===== config.mk =====
export PLATFORM = sky130hd
export DESIGN_NAME = spi_regport
export DESIGN_NICKNAME = d
export VERILOG_FILES = /design/src/rtl/spi_regport.sv
export SDC_FILE = /design/constraint.sdc
export NUM_CORES = 1
export LEC_CHECK = 0
export CORE_UTILIZATION = 45
export DETAILED_ROUTE_END_ITERATION = 7
export PLACE_DENSITY_LB_ADDON = 0.15
export SYNTH_ARGS = -nofsm -noshare
export SYNTH_HDL_FRONTEND = slang
export SYNTH_SLANG_ARGS = --single-unit

===== constraint.sdc =====
create_clock -name clk -period 4.15 [get_ports clk]
set_input_delay 0.415 -clock clk [delete_from_list [all_inputs] [get_ports clk]]
set_output_delay 0.415 -clock clk [all_outputs]
set_load 0.01 [all_outputs]

===== src/rtl/spi_regport.sv =====
module spi_regport (
  input  logic       clk,
  input  logic       rst_n,
  input  logic       sck,
  input  logic       csn,
  input  logic       mosi,
  output logic       miso,
  output logic [9:0] bus_addr,
  output logic [7:0] bus_wdata,
  output logic       bus_we,
  output logic       bus_re,
  input  logic [7:0] bus_rdata
);

  typedef enum logic [1:0] {ST_CMD, ST_LADR, ST_DATA} st_t;

  logic [2:0] sck_q;
  logic [1:0] mosi_q, csn_q;
  logic [6:0] sh, hi;
  logic [2:0] bcnt;
  st_t        st;
  logic       is_wr, is_long, re_d;
  logic [9:0] ptr;
  logic [7:0] pre, tx;

  always_ff @(posedge clk or negedge rst_n) begin
    if (!rst_n) begin
      sck_q  <= '0;
      mosi_q <= '0;
      csn_q  <= 2'b11;
    end else begin
      sck_q  <= {sck_q[1:0], sck};
      mosi_q <= {mosi_q[0], mosi};
      csn_q  <= {csn_q[0], csn};
    end
  end

  wire       active  = ~csn_q[1];
  wire       rise    = sck_q[1] & ~sck_q[2];
  wire       fall    = ~sck_q[1] & sck_q[2];
  wire [7:0] byte_in = {sh, mosi_q[1]};
  wire       done    = active & rise & (bcnt == 3'd7);
  wire [9:0] ptr_nx  = is_long ? ptr + 10'd1 : {4'd0, ptr[5:0] + 6'd1};
  wire [9:0] ladr    = {hi, byte_in[7:5]};

  assign miso = tx[7];

  always_ff @(posedge clk or negedge rst_n) begin
    if (!rst_n) begin
      sh        <= '0;
      hi        <= '0;
      bcnt      <= '0;
      st        <= ST_CMD;
      is_wr     <= 1'b0;
      is_long   <= 1'b0;
      re_d      <= 1'b0;
      ptr       <= '0;
      pre       <= '0;
      tx        <= '0;
      bus_addr  <= '0;
      bus_wdata <= '0;
      bus_we    <= 1'b0;
      bus_re    <= 1'b0;
    end else begin
      bus_we <= 1'b0;
      bus_re <= 1'b0;
      re_d   <= bus_re;
      if (re_d) pre <= bus_rdata;
      if (!active) begin
        bcnt <= '0;
        st   <= ST_CMD;
        tx   <= '0;
      end else begin
        if (rise) begin
          sh   <= byte_in[6:0];
          bcnt <= bcnt + 3'd1;
        end
        if (fall)
          tx <= (bcnt == 3'd0 && st == ST_DATA && !is_wr) ? pre : {tx[6:0], 1'b0};
        if (done) begin
          case (st)
            ST_CMD: begin
              if (byte_in[7]) begin
                hi      <= byte_in[6:0];
                is_long <= 1'b1;
                st      <= ST_LADR;
              end else begin
                is_long <= 1'b0;
                is_wr   <= byte_in[0];
                st      <= ST_DATA;
                if (byte_in[0]) begin
                  ptr <= {4'd0, byte_in[6:1]};
                end else begin
                  bus_addr <= {4'd0, byte_in[6:1]};
                  bus_re   <= 1'b1;
                  ptr      <= {4'd0, byte_in[6:1] + 6'd1};
                end
              end
            end
            ST_LADR: begin
              is_wr <= byte_in[4];
              st    <= ST_DATA;
              if (byte_in[4]) begin
                ptr <= ladr;
              end else begin
                bus_addr <= ladr;
                bus_re   <= 1'b1;
                ptr      <= ladr + 10'd1;
              end
            end
            default: begin
              bus_addr <= ptr;
              ptr      <= ptr_nx;
              if (is_wr) begin
                bus_wdata <= byte_in;
                bus_we    <= 1'b1;
              end else begin
                bus_re <= 1'b1;
              end
            end
          endcase
        end
      end
    end
  end

endmodule


; After elaboration in Yosys (flattened, before gate mapping)
; Index checks and enable logic that the tools add are counted.
[classes]
bitwise_logic = 8
add_sub_neg = 5
n_eq_ne = 6
n_mux = 32
n_reduce_logical = 19
[ops]
columns = operator, count
row1 = 2-to-1 mux 10 bit, 6
row2 = case mux 10 bit (2 select lines), 2
row3 = 2-to-1 mux 8 bit, 3
row4 = adder 10 x 1 -> 10 bit (second input constant), 2
row5 = adder 6 x 1 -> 6 bit (second input constant), 2
row6 = 2-to-1 mux 1 bit, 12
row7 = AND reduction 4 bit, 3
row8 = nonzero test 2 bit, 4
row9 = 2-to-1 mux 2 bit, 3
row10 = 2-to-1 mux 3 bit, 2
row11 = 2-to-1 mux 6 bit, 1
row12 = inequality test 2 bit (second input constant), 3
row13 = AND reduction 3 bit, 2
row14 = AND reduction 5 bit, 1
row15 = AND 1 bit, 4
row16 = inverter 1 bit, 4
row17 = case mux 1 bit (2 select lines), 2
row18 = case mux 2 bit (2 select lines), 1
row19 = AND reduction 2 bit, 2
row20 = adder 3 x 1 -> 3 bit (second input constant), 1
row21 = == test 3 bit (second input constant), 1
row22 = zero test 3 bit, 1
row23 = nonzero test 3 bit, 1
row24 = == test 2 x 1 -> 1 bit (second input constant), 1
row25 = other kinds (5), 6
[totals]
ff_bits = 75
output_inout_bits = 21
word_cells = 87

; Logic depth before layout (Yosys ltp)
[logic_depth]
depth_word = 6
mapped_depth = 8
ltp_nobuf = 6

; Worst setup path after synthesis
; Ideal clock, no wire load.
[synth_timing]
kind = register to register
from = register bcnt[0]
to = register bus_wdata[1]
required_ns = 4.022
slack_ns = 2.398
n_path_buf = 2
synth_period_minus_slack_ns = 1.752
t_arrival_ns = 1.624
path_stages_with_launch = 8
cell_sequence = dfrtp_1 -> ha_1 -> ha_1 -> nor4bb_4 -> buf_6 -> and3_1 -> buf_8 -> mux2_1
[synth_between]
elab_chain_len = 3
[synth_rtl]
columns = element, line
row1 = from (decl), 20  ; logic [2:0] bcnt;
row2 = from (signal assigned), 76  ; bcnt <= bcnt + 3'd1;
row3 = == test 3 bit, 42  ; wire done = active & rise & (bcnt == 3'd7);
row4 = AND 1 bit, 42
row5 = AND reduction 4 bit (no source line), --
row6 = to (signal assigned), 115  ; bus_wdata <= byte_in;
row7 = to (decl), 9  ; output logic [7:0] bus_wdata,
; No other way between the ends.
; A chain may end at the register's enable or synchronous reset.

; Worst setup path after layout
[layout_timing]
from = register st[0]
to = register bus_addr[0]
[layout_between]
elab_chain_len = 3
elab_cells_between_ends = 7
classes_between = eq/ne: 4 / mux: 1 / reduce/logical: 2
[layout_rtl]
columns = element, line
row1 = from (decl), 21  ; st_t st;
row2 = from (signal assigned), 53  ; st <= ST_CMD;
row3 = from (signal assigned), 71  ; st <= ST_CMD;
row4 = from (signal assigned), 86  ; st <= ST_LADR;
row5 = == test 2 x 1 -> 1 bit or zero test 2 bit (tied branches), 81  ; case (st)
row6 = inequality test 2 bit (no source line), --
row7 = AND reduction 5 bit (no source line), --
row8 = to (signal assigned), 94  ; bus_addr <= {4'd0, byte_in[6:1]};
row9 = to (signal assigned), 106  ; bus_addr <= ladr;
row10 = to (signal assigned), 112  ; bus_addr <= ptr;
row11 = to (decl), 8  ; output logic [9:0] bus_addr,
; Parallel ways exist; a longest one is shown, timed or not.

==> summary.txt <==
top cells by area, synth - dfrtp_1 (48%), mux2_2 (5.7%), mux2i_1 (4.8%), mux2_1 (3.9%), o21ai_0 (3.6%)
Worst Path Buf+Inv - 0
CP max FO - 21
Hold-fix buffers, CTS - 0
first-pass GRT wire length - 12.5 mm
routed len/inst - 15.6 µm
final worst path period share - 59.0%
Slew headroom - 23.4%
setup TNS - 0 ns
gr usage total - 18.8%
R2R depth - 3
Initial Util - 46.3%
r2r endpoint - bus_addr[0]$_DFFE_PN0P_
Die W - 93.7 µm
Synth async-reset ratio - 100%
Yosys top cell by area - dfrtp_1
Post-synth EDFFs - 0
clk buf depth - 2
Synth Flop Type - dfrtp_1
Die H - 93.7 µm
critical path data required time - 4.38 ns
endpoint class of the critical path - register
worst path cell trace - nor3_1 -> o31ai_2 -> mux2_4
Cell Area, Synth - 3780 µm²
largest net degree at the start of global routing - 76
maximum clock frequency - 0.409 GHz
drt first pass iters - 4
crit-path max cell delay - 0.97 ns
# DRC - 0
Clock Pin Slew Worst Setup and Hold Paths - 0.09 ns
die area - 8780 µm²
Overflow after GRT - 0
Total Wirelength - 7.26 mm
Seq/Total Area, Yosys - 49.7%
arrival time worst endpoint - 2.68 ns
crit start category - register
Rows - 33
initial antenna violation count - 0
GP Congestion - 0.854
CTS tree - done
fin nets - 375
total power - 0.00171 W
synthesis warning total - 0
WS Path Type - reg -> reg
worst skew pair latency - 0.35 ns
Worst R2R Setup Slack - 1.70 ns
CTS Root Cell - clkbuf_8
Crit. Startpoint - st[0]$_DFFE_PN0P_
vias in the first global route - 2396
worst r2r src - st[0]$_DFFE_PN0P_
Crit path max-delay family - compound AO/OA/AOI/OAI gates
Crit-path slowest cell - o31ai_2
status - finished clean
min Tclk post-route - 2.45 ns
post-route cell area - 4310 µm²
antenna cells - 0
post-cts resize count - 0
Yosys reg bits - 75
Antenna Nets Post-Route - 0
Area Growth Syn to Fin - 13.9%
Num CTS Buffers - 9
core area - 8180 µm²
CTS H-Tree Depth - 3
Worst path depth - 3
CP Capture Point - bus_addr[0]$_DFFE_PN0P_
Syn Inst Count - 333
hold crit path type - in -> async
PortBufs - 33
Worst-Margin Slew - 1.14 ns
Peak VDD IR - 290 µV
placed cell area - 4090 µm²
layout cells sized above 1 - 13.9%
area share of the largest cell type after synthesis - 48.3%
Slew Limit Fails - 0
final setup fails - 0
Pwr Density - 398 nW/µm²
Vias - 2519
syn avg cell area - 11.4 µm²
final number of hold-violating endpoints - 0
drt initial violations - 166
RSZ-0062 raised after global routing - false
syn_nets - 353
number of distinct library cells after synthesis - 59
Post-synth top cells - dfrtp_1 (73), nand2_1 (27), o21ai_0 (27)
Post-Route Skew - 0.0121 ns
IO Count - 34
max_cap viols - 0
postcts setup bufs - 0
clk sink count - 75
P_leak - 1.87 nW
count leader, synth - dfrtp_1
vias per inst - 5.42
post-detail-place hpwl - 4.84 mm
==> worst min path at each step <==
stage,end,start
2_1_floorplan,bcnt[0]$_DFFE_PN0P_,rst_n
3_3_place_gp,mosi_q[1]$_DFF_PN0_,mosi_q[0]$_DFF_PN0_
3_5_place_dp,sck_q[1]$_DFF_PN0_,sck_q[0]$_DFF_PN0_
4_1_cts,pre[4]$_DFFE_PN0P_,rst_n
5_1_grt,pre[4]$_DFFE_PN0P_,rst_n
6_report,pre[4]$_DFFE_PN0P_,rst_n
==> area by class of cell <==
class,count,area (µm²)
clock inverters,6,90.1
repair buffers,34,335
multi-input cells,228,1720
flip-flops and latches,75,1880
inverters,7,26.3
clock buffers,10,128
fillers,744,3870
well taps,105,131
==> routing by layer <==
metal / track usage, % / part of all wire (%) / routed length [µm]
met5: 0 / 0 / 0
met4: 6.03 / 0.94 / 68
met3: 5.02 / 4.3 / 312
met2: 25.7 / 43 / 3120
met1: 28.5 / 52 / 3760
==> cells by family (layout without fill, tap and decap cells) <==
family / Yosys count / count (layout) / synth area share [%]
flops: 75 / 75 / 49.7
fa+ha+maj: 7 / 7 / 2.31
simple gates: 95 / 95 / 14.7
xor+xnor: 10 / 10 / 2.31
buf+inv: 30 / 57 / 5.06
compound gates: 64 / 64 / 10.9
mux: 52 / 52 / 15.1
==> state kept, by name, indices dropped and copies added, names as in the netlist, 2 cells and up <==
register   flops
tx             8
ptr           10
bcnt           3
bus_wdata      8
csn_q          2
hi             7
pre            8
sck_q          3
sh             7
mosi_q         2
st             2
bus_addr      10
==> stage by stage <==
step	utilization (%)	worst slack [ns]	std cells	hold slack, ns
after floorplan	-	2.40	333	0.119
after global placement	50.0	1.74	449	0.332
after detailed placement	50.0	1.70	449	0.341
after CTS	52.7	1.68	465	0.230
after global routing	52.7	1.45	465	0.260
final	52.7	1.70	465	0.208
==> cells in the final DEF (no fill, tap or decap), types with 2 or more instances in the layout <==
cell / count
nor2_2: 2
xnor2_1: 4
nor4_1: 3
ha_1: 7
mux2_2: 19
clkbuf_8: 9
nand2b_1: 3
o211ai_1: 3
clkdlybuf4s50_1: 32
o21ai_0: 27
a31oi_1: 2
buf_4: 2
nand4b_1: 3
nor3_1: 5
nand2_1: 27
mux2_4: 2
a22o_1: 2
nand4_1: 2
o31a_1: 2
and4b_1: 2
a211o_1: 3
inv_1: 7
a21oi_1: 8
o21a_1: 2
nand3b_1: 2
mux2_1: 13
dfrtp_1: 73
and3_1: 2
nand3_1: 7
nor2b_1: 5
dfstp_2: 2
xor2_1: 6
a22oi_1: 5
o311ai_0: 2
or4_1: 2
mux2i_1: 18
bufinv_16: 2
nor2_1: 20
==> power breakdown <==
part | leakage [nW] | internal [W] | switching (W) | total, W
sequential | 1.02 | 0.000762 | 0.000108 | 0.000870
clock | 0.107 | 0.000341 | 0.000275 | 0.000616
combinational | 0.744 | 0.000124 | 0.000105 | 0.000229
total | 1.87 | 0.00123 | 0.000487 | 0.00171
Power figures use the tool's default switching activity.
